===== src/rtl/irq_status_reg.sv =====
module irq_status_reg #(
  parameter int ADDR_W = 8,
  parameter logic [ADDR_W-1:0] STAT_ADDR = 'h0A,
  parameter logic [ADDR_W-1:0] EN_ADDR   = 'h09
) (
  input  logic              clk,
  input  logic              rst_n,
  input  logic              ev_touch,
  input  logic              ev_data,
  input  logic              ev_release,
  input  logic              ev_error,
  input  logic [2:0]        ev_port,
  input  logic [1:0]        mode,
  input  logic              pen_present,
  input  logic              tdata_rd,
  input  logic              rd_stb,
  input  logic [ADDR_W-1:0] rd_addr,
  output logic [7:0]        rd_data,
  input  logic              wr_stb,
  input  logic [ADDR_W-1:0] wr_addr,
  input  logic [7:0]        wr_data,
  output logic              irq
);
  localparam logic [7:0] LIVE = 8'hEF;

  logic [7:0] stat, ien, snap;
  logic       clr_pend;

  wire [7:0] ev_vec   = {ev_error, ev_release, ev_port[2], 1'b0,
                         ev_port[1], ev_port[0], ev_data, ev_touch};
  wire       hit_stat = rd_stb && (rd_addr == STAT_ADDR);
  wire       hit_en   = rd_stb && (rd_addr == EN_ADDR);
  wire       pen_mode = (mode == 2'd3);
  wire [7:0] keep     = {6'b0, ~mode[1], pen_mode & pen_present};
  wire [7:0] fetch    = {6'b0, tdata_rd, 1'b0};
  wire [7:0] clr_vec  = (clr_pend ? (snap & ~keep) : 8'h00) | fetch;

  always_ff @(posedge clk or negedge rst_n) begin
    if (!rst_n) begin
      stat     <= 8'h00;
      ien      <= 8'h00;
      snap     <= 8'h00;
      clr_pend <= 1'b0;
      rd_data  <= 8'h00;
    end else begin
      stat     <= ((stat & ~clr_vec) | ev_vec) & LIVE;
      clr_pend <= hit_stat | hit_en;
      snap     <= (hit_stat | hit_en) ? stat : 8'h00;
      if (wr_stb && wr_addr == EN_ADDR) ien <= wr_data & LIVE;
      if (rd_stb) rd_data <= hit_stat ? stat : (hit_en ? ien : 8'h00);
    end
  end

  assign irq = (|(stat & ien)) & ~pen_mode;

  p_rsvd_zero_r2: assert property (@(posedge clk) disable iff (!rst_n)
    $past(hit_stat) |-> (rd_data[4] == 1'b0));

  p_touch_set_r3: assert property (@(posedge clk) disable iff (!rst_n)
    ev_touch |=> stat[0]);

  p_fault_set_r10: assert property (@(posedge clk) disable iff (!rst_n)
    ev_error |=> stat[7]);

  p_unread_kept_r4: assert property (@(posedge clk) disable iff (!rst_n)
    clr_pend |=> ((stat & $past(stat & ~snap & ~fetch)) == $past(stat & ~snap & ~fetch)));

  p_pen_quiet_r8: assert property (@(posedge clk) disable iff (!rst_n)
    pen_mode |-> !irq);

  p_touch_held_r8: assert property (@(posedge clk) disable iff (!rst_n)
    (clr_pend && pen_mode && pen_present && stat[0]) |=> stat[0]);

  p_data_held_r9: assert property (@(posedge clk) disable iff (!rst_n)
    (clr_pend && !mode[1] && !tdata_rd && stat[1]) |=> stat[1]);
endmodule


===== config.mk =====
export PLATFORM = sky130hd
export DESIGN_NAME = irq_status_reg
export DESIGN_NICKNAME = d
export VERILOG_FILES = /design/src/rtl/irq_status_reg.sv
export SDC_FILE = /design/constraint.sdc
export NUM_CORES = 1
export LEC_CHECK = 0
export BUFFER_PORTS_ARGS = -buffer_cell sky130_fd_sc_hd__clkbuf_2
export CAP_MARGIN = 5
export CORE_AREA = 2 2 51 53
export CTS_BUF_LIST = sky130_fd_sc_hd__clkbuf_8
export DETAILED_ROUTE_END_ITERATION = 8
export DIE_AREA = 0 0 53 55
export GPL_ROUTABILITY_DRIVEN = 0
export PLACE_DENSITY_LB_ADDON = 0.25
export SYNTH_ARGS = -nofsm -noshare
export SYNTH_HDL_FRONTEND = slang
export SYNTH_SLANG_ARGS = --single-unit

===== constraint.sdc =====
create_clock -name clk -period 2.7 [get_ports clk]
set_clock_uncertainty 0.15 [all_clocks]
set_input_delay 0.135 -clock clk [delete_from_list [all_inputs] [get_ports clk]]
set_output_delay 0.135 -clock clk [all_outputs]
set_load 0.05 [all_outputs]

Word level (Yosys, flattened, before mapping) --
Cells that the tools add are included.
Word-level totals: register bits after elaboration 31, input bits 39, output and inout bits 9, word-level logic and storage cells 29
Cells by class: eq/ne operators 4, multiplexer cells 4, bitwise logic cells 12, reduce and logical (&&, ||, !) cells 4
Operators with widths (count):
- $mux W8 | 4
- $and A8 B8 Y8 | 3
- $eq A8 B4 Y1 const B | 3
- $not A2 Y8 | 1
- $not A8 Y8 | 1
- $or A8 B2 Y8 | 1
- $or A8 B8 Y8 | 1
- $reduce_or A8 Y1 | 1
- $logic_and A1 B1 Y1 | 3
- $and A1 B1 Y1 | 2
- $eq A2 B2 Y1 const B | 1
- $not A1 Y1 | 2
- $or A1 B1 Y1 | 1

Longest topological paths before layout --
Gate-level depths: netlist of the first run.
depth in word-level cells 9, gate-level depth with buffers 4, depth with buffers taken out 3

Least setup slack after synthesis of the first run --
OpenSTA, ideal clock, no wires.
path kind reg2out, from register stat[1], to output irq, data arrival time 1335 ps, data required time 2415 ps, path slack 1080 ps, cell stages (with the launch flop) 4, cell sequence dfrtp_1 > a22o_1 > a221oi_1 > a22oi_1
Between the ends: word-level cells in the longest chain between the ends 3
Ends and longest elaborated chain:
- from (decl) | RTL line 26 | logic [7:0] stat, ien, snap;
- from (signal assigned) | RTL line 46 | stat <= ((stat & ~clr_vec) | ev_vec) & LIVE;
- $and A8 B8 Y8 | RTL line 54 | assign irq = (|(stat & ien)) & ~pen_mode;
- $reduce_or A8 Y1 | RTL line 54
- $and A1 B1 Y1 | RTL line 54
- to (decl) | RTL line 22 | output logic irq
No other way between the ends.

Final worst setup path of the first run --
from register ien[1], to output irq
Between the ends: word-level cells in the longest chain between the ends 3
Ends and longest elaborated chain:
- from (decl) | RTL line 26
- from (signal assigned) | RTL line 49 | if (wr_stb && wr_addr == EN_ADDR) ien <= wr_data & LIVE;
- $and A8 B8 Y8 | RTL line 54
- $reduce_or A8 Y1 | RTL line 54
- $and A1 B1 Y1 | RTL line 54
No other way between the ends.

==> out/metrics.cfg, run 1 <==
[route]
wirelength_um = 2590
routed_via_density = 5.22
drc = 0
wire_per_inst_um = 13.4
dr_total_vias = 1008
drtIter0Drc = 26
firstDrtPassIters = 4
ant_nets = 0

[timing]
period_share_pct = 66.3
drv_slew = 0
fin_setup_tns_ns = 0
min_period_ns = 1.79
worstMarginPinSlew_ns = 0.694
final-hold-violation-count = 0
maxSlewHeadroom_pct = 53.8
rsz0062_at_grt = false
setup_viol = 0
fmax_mhz = 558

[setup_path]
cp.depth = 4
path_buf_inv = 1
path_delay_family = compound AO/OA/AOI/OAI gates
reg2reg_depth = 3
r2r_start = clr_pend$_DFF_PN0_
crit_type = reg -> out
end_kind = output pin
critPathLaunch = ien[1]$_DFFE_PN0P_
crit_slowest_cell = dfrtp_1
start_kind = register
crit_required_ns = 2.41
critPathMaxFanout = 3
worstPathArrival_ns = 1.51
crit_chain = a22o_1 -> a221oi_1 -> a22oi_1 -> clkbuf_2
cpPeakStageDelay_ns = 0.40

[cts]
post_cts_buffers = 0
cts.path.max_buffers = 2
ctsResizeCount = 0
cts_tree = done
cts.sinks = 29
htree_levels = 2
clkTransAtPathRegs_ns = 0.06
cts_root_buf = clkbuf_8
postCtsHoldBufs = 16
numCtsBuffers = 5
clk_latency_ns = 0.28

[pwr]
p_int_mw = 0.669
p_sw_mw = 0.212
p_clk_share_pct = 37.3
pwr-share-comb_pct = 11.9
switching_share_pct = 24.1
power_density_mw_per_mm2 = 517
power.leakage_nw = 0.861
peakVddDrop_mv = 0.678
seq_power_share_pct = 50.7

[floorplanning]
die_w_um = 53
num_io_pins = 48
fp.dieH_um = 55
design.core.area_mm2 = 0.00236
start_util_pct = 51.6
die_area_mm2 = 0.00292
num_rows = 18

[layout]
nets = 201
drive_gt1_share_pct = 38.7
multiInputGateArea_um2 = 444
ff_latch_area_um2 = 726
fillers = 195
postLayoutCellArea_mm2 = 0.00171
final_cell_count_no_fill = 193
area.growth.synth_to_final_pct = 39.8
antenna_cells = 0

[yosys]
syn_avg_cell_area_um2 = 12.4
syn-num-nets = 137
yosysWarnings = 0
synth_cells = 98
synth.distinct_cells = 25
syn-cell-area_mm2 = 0.00122
ys_seq_area_share_pct = 59.5
ys_ff_latch = 29

[global_route]
grt_pass1_vias = 968
overflow = 0
antenna_found_initial = 0
grt_pass1_wl_um = 4330
grt_max_degree = 30
grt_use_total_pct = 21.7

[job]
cap_violations = 0

[placed_design]
dpl.cell_count = 169
dpl_cell_area_mm2 = 0.00146
io_buffers = 45

[hold_path]
holdCritPathClass = in -> reg
hold_path_depth = 2
worstHoldStart = rd_stb

[run_status]
outcome = finished, final reports clean

## cell families (layout without fill, tap and decap cells)
| group | count (synthesis) | in the layout | share of synthesized area, % |
|---|---|---|---|
| other cells | 1 | 1 | 0.307 |
| buf+inv | 12 | 77 | 4.10 |
| mux | 7 | 7 | 6.46 |
| flops | 29 | 29 | 59.5 |
| compound gates | 26 | 26 | 16.0 |
| simple gates | 23 | 23 | 13.6 |
## layer usage
metal	vias to the layer above	share of wire (%)	track usage (%)
met3	6	7.1	7.53
li1	480	-	-
met4	0	1.9	8.97
met2	44	49	35.8
met5	-	0	0
met1	478	42	26.1
## through the flow
stage / setup WS [ns] / power [mW] / utilization (%) / hold WS (ns)
global route: 0.844 / 0.924 / 72.1 / 0.0302
finish: 0.909 / 0.881 / 72.1 / 0.00616
CTS: 0.893 / 0.888 / 72.1 / 0.00604
detailed placement: 1.21 / 0.542 / 61.9 / 0.0565
floorplan: 1.08 / 0.498 / - / -0.311
global placement: 1.21 / 0.539 / 61.9 / 0.0440
## Yosys cell counts
master | count | area share, %
a21o_1 | 6 | 3.7
a221oi_1 | 1 | 0.72
a222oi_1 | 1 | 0.82
a22o_1 | 1 | 0.72
a22oi_1 | 8 | 4.9
a31o_2 | 1 | 0.72
and2_1 | 7 | 3.6
and4bb_2 | 1 | 1.0
buf_1 | 1 | 0.31
buf_4 | 1 | 0.62
clkbuf_1 | 1 | 0.31
clkbuf_2 | 1 | 0.41
conb_1 | 1 | 0.31
dfrtp_1 | 29 | 59
inv_1 | 8 | 2.5
mux2_2 | 7 | 6.5
nand2_1 | 6 | 1.8
nand3_1 | 3 | 1.2
nand4b_4 | 1 | 1.9
nor2b_1 | 2 | 1.0
nor3_1 | 1 | 0.41
nor3b_1 | 1 | 0.62
nor4b_4 | 1 | 1.9
o211a_1 | 1 | 0.82
o22ai_1 | 7 | 3.6
## path summary, 6_finish.rpt
check                                    endpoint  slack (ns)
min reg2reg                rd_data[7]$_DFFE_PN0P_        0.38
min in group asynchronous  rd_data[2]$_DFFE_PN0P_        0.28
max                                           irq        0.91
max in group asynchronous  rd_data[7]$_DFFE_PN0P_        1.67
min                        rd_data[2]$_DFFE_PN0P_       0.006
max reg2reg                     stat[1]$_DFF_PN0_        1.05
## sequential cells by signal, summed over array words and instances, names as in the netlist
| signal | cells |
|---|---|
| snap | 7 |
| clr_pend | 1 |
| ien | 7 |
| rd_data | 7 |
| stat | 7 |
## layout by cell type (no fill, tap or decap)
cell and instances:
a31o_2 1, dlygate4sd3_1 16, nor3b_1 1, o22ai_1 7
clkinv_2 2, nor4b_4 1, nor2b_1 2, clkbuf_2 45
nand2_1 6, nand3_1 3, a221oi_1 1, nor3_1 1
a22o_1 1, and2_1 7, a21o_1 6, a22oi_1 8
mux2_2 7, clkbuf_8 5, inv_1 9, dfrtp_1 29
and4bb_2 1, a222oi_1 1, nand4b_4 1, conb_1 1
o211a_1 1
## power by group through the flow
stage	logic (mW)	registers, mW	clock network, mW
floorplan	0.0434	0.455	0
global placement	0.0842	0.454	0
detailed placement	0.0867	0.455	0
CTS	0.105	0.447	0.336
global route	0.115	0.447	0.361
finish	0.105	0.447	0.329
## cell type report
cell class	count	area share, %
Inverter	8	1.76
Clock buffer	5	4.04
Tap cell	30	2.20
Clock inverter	3	0.807
Multi-Input combinational cell	57	26.0
Timing Repair Buffer	61	22.6
Sequential cell	29	42.6
(Power assumes the default switching activity.)
==> inputs of run 2 (changes only) <==
Settings changed: CORE_AREA 2 2 51 53 to 2 2 53 55, DIE_AREA 0 0 53 55 to 0 0 55 57.
Clock period 2.7 ns to 1.7 ns, I/O delays scaled along.
==> out/metrics.cfg, run 2 (synthesis gave the netlist of run 1 again) <==
[layout]
final_cell_mix = clkbuf_2 (44), dfrtp_1 (28), dlygate4sd3_1 (17), inv_1 (9)
nets = 204  ; +1.5%
drive_gt1_share_pct = 40.6  ; +2.0 points
antenna_cells = 0  ; unchanged
layout_commonest_cell = clkbuf_2
fillers = 224  ; +15%
area.growth.synth_to_final_pct = 44.0

[timing]
rsz0062_at_grt = false
final-hold-violation-count = 0  ; unchanged
drv_slew = 0  ; unchanged
worstMarginPinSlew_ns = 0.677  ; -0.0166 ns
fin_setup_tns_ns = 0  ; unchanged
holdWs_ns = 0.0289  ; +0.0227 ns
fmax_mhz = 598
setup_viol = 0  ; unchanged
maxSlewHeadroom_pct = 54.9  ; +1.1 points
min_period_ns = 1.67
period_share_pct = 98.4

[route]
drtIter0Drc = 16  ; -38%
ant_nets = 0  ; unchanged
dr_total_vias = 997  ; -1.1%
firstDrtPassIters = 4  ; unchanged
drc = 0  ; unchanged
routed_via_density = 5.09  ; -2.6%
wirelength_um = 2630  ; +1.3%
wire_per_inst_um = 13.4  ; -0.28%

[setup_path]
r2r_end = stat[1]$_DFF_PN0_
start_kind = register
crit_type = reg -> out
critPathLaunch = stat[1]$_DFF_PN0_
worstPathArrival_ns = 1.44  ; -0.07 ns
reg2reg_depth = 3  ; unchanged
r2r_start = clr_pend$_DFF_PN0_
end_kind = output pin
critPathMaxFanout = 4  ; +1
crit_required_ns = 1.46  ; -0.95 ns
reg2reg_slack_ns = 0.11  ; -0.94 ns
critPathCapture = irq

[floorplanning]
start_util_pct = 46.7  ; -4.9 points
design.core.area_mm2 = 0.00262  ; +11%
num_rows = 19  ; +1
die_area_mm2 = 0.00314  ; +7.5%
die_w_um = 55  ; +3.8%
fp.dieH_um = 57  ; +3.6%
num_io_pins = 48  ; unchanged

[pwr]
power.leakage_nw = 0.878  ; +1.9%
power_density_mw_per_mm2 = 813  ; +57%
peakVddDrop_mv = 0.789  ; +16%

[cts]
cts_tree = done
cts.path.max_buffers = 2  ; unchanged
clkTransAtPathRegs_ns = 0.05  ; about the same
post_cts_buffers = 0  ; unchanged
htree_levels = 2  ; unchanged
clk_latency_ns = 0.27  ; about the same
cts.sinks = 29  ; unchanged
numCtsBuffers = 5  ; unchanged
cts_root_buf = clkbuf_8

[global_route]
overflow = 0  ; unchanged
grt_pass1_vias = 1028  ; +6.2%
grt_max_degree = 30  ; unchanged
grt_use_total_pct = 19.4  ; -2.3 points
antenna_found_initial = 0  ; unchanged
grt_pass1_wl_um = 4280  ; -0.97%

[run_status]
outcome = finished, final reports clean

[placed_design]
io_buffers = 45  ; unchanged
detailed_place_hpwl_um = 2000

[job]
cap_violations = 0  ; unchanged

[hold_path]
holdCritPathClass = in -> reg

-- run 2: cell types whose count changed in the layout (fill, tap and decap cells not counted), sizes merged --
cell / previous run / this run
clkbuf: 50 / 51
clkinv: 2 / 0
dlygate4sd3: 16 / 17
buf: 0 / 2
-- run 2: layer usage --
layer	vias to the layer above	wire length [um]	share of wire [%]	track usage, %
li1	482	-	-	-
met1	473	1060	40	20.5
met2	36	1380	53	33.8
met3	6	142	5.4	5.76
met4	0	42	1.6	9.41
met5	-	0	0	0
-- run 2: how the worst min path moves through the flow --
stage,from,end,depth (start not counted),slack [ns]
floorplan,rst_n,clr_pend$_DFF_PN0_,0,-0.36
global placement,rst_n,rd_data[0]$_DFFE_PN0P_,1,-0.004
detailed placement,rst_n,rd_data[0]$_DFFE_PN0P_,1,0.005
CTS,pen_present,stat[0]$_DFF_PN0_,4,0.02
global route,pen_present,stat[0]$_DFF_PN0_,4,0.06
finish,pen_present,stat[0]$_DFF_PN0_,4,0.03
-- run 2: layout make-up --
type / count / area (um2) / area share (%)
Sequential cell: 29 / 727 / 41.4
Multi-Input combinational cell: 57 / 455 / 25.9
Clock buffer: 6 / 82.6 / 4.70
Inverter: 8 / 30.0 / 1.71
Tap cell: 31 / 38.8 / 2.21
Clock inverter: 1 / 3.75 / 0.214
Timing Repair Buffer: 64 / 419 / 23.9
-- run 2: worst max-delay path, stage by stage, from the launching register on --
cell and delay (ns):
dfrtp_1 0.42, a22o_1 0.24, a221oi_2 0.21, a22oi_2 0.10, clkbuf_8 0.20
-- run 2: where the power goes --
part / switching, mW / internal, mW / leakage [nW] / total (mW)
registers: 0.00987 / 0.702 / 0.368 / 0.712
logic: 0.0856 / 0.0997 / 0.462 / 0.185
clock network: 0.218 / 0.313 / 0.0485 / 0.531
total: 0.313 / 1.11 / 0.878 / 1.43
-- run 2: through the flow --
stage	cell area (um2)	util, %	instances	power [mW]	setup slack [ns]
2_1_floorplan	1220	-	98	0.791	0.130
3_3_place_gp	1480	56.6	172	0.861	0.268
3_5_place_dp	1480	56.6	172	0.866	0.258
4_1_cts	1740	66.7	196	1.44	0.00718
5_1_grt	1760	67.2	196	1.49	0.00420
6_report	1760	67.2	196	1.43	0.0279
-- run 2: what timing repair did --
item | in CTS | in global routing
hold endpoints to repair | 49 | 0
endpoints found under the setup margin | 1 | 2
hold buffers | 17 | 0
gates resized for setup | 2 | 3
pin swaps | 0 | 1
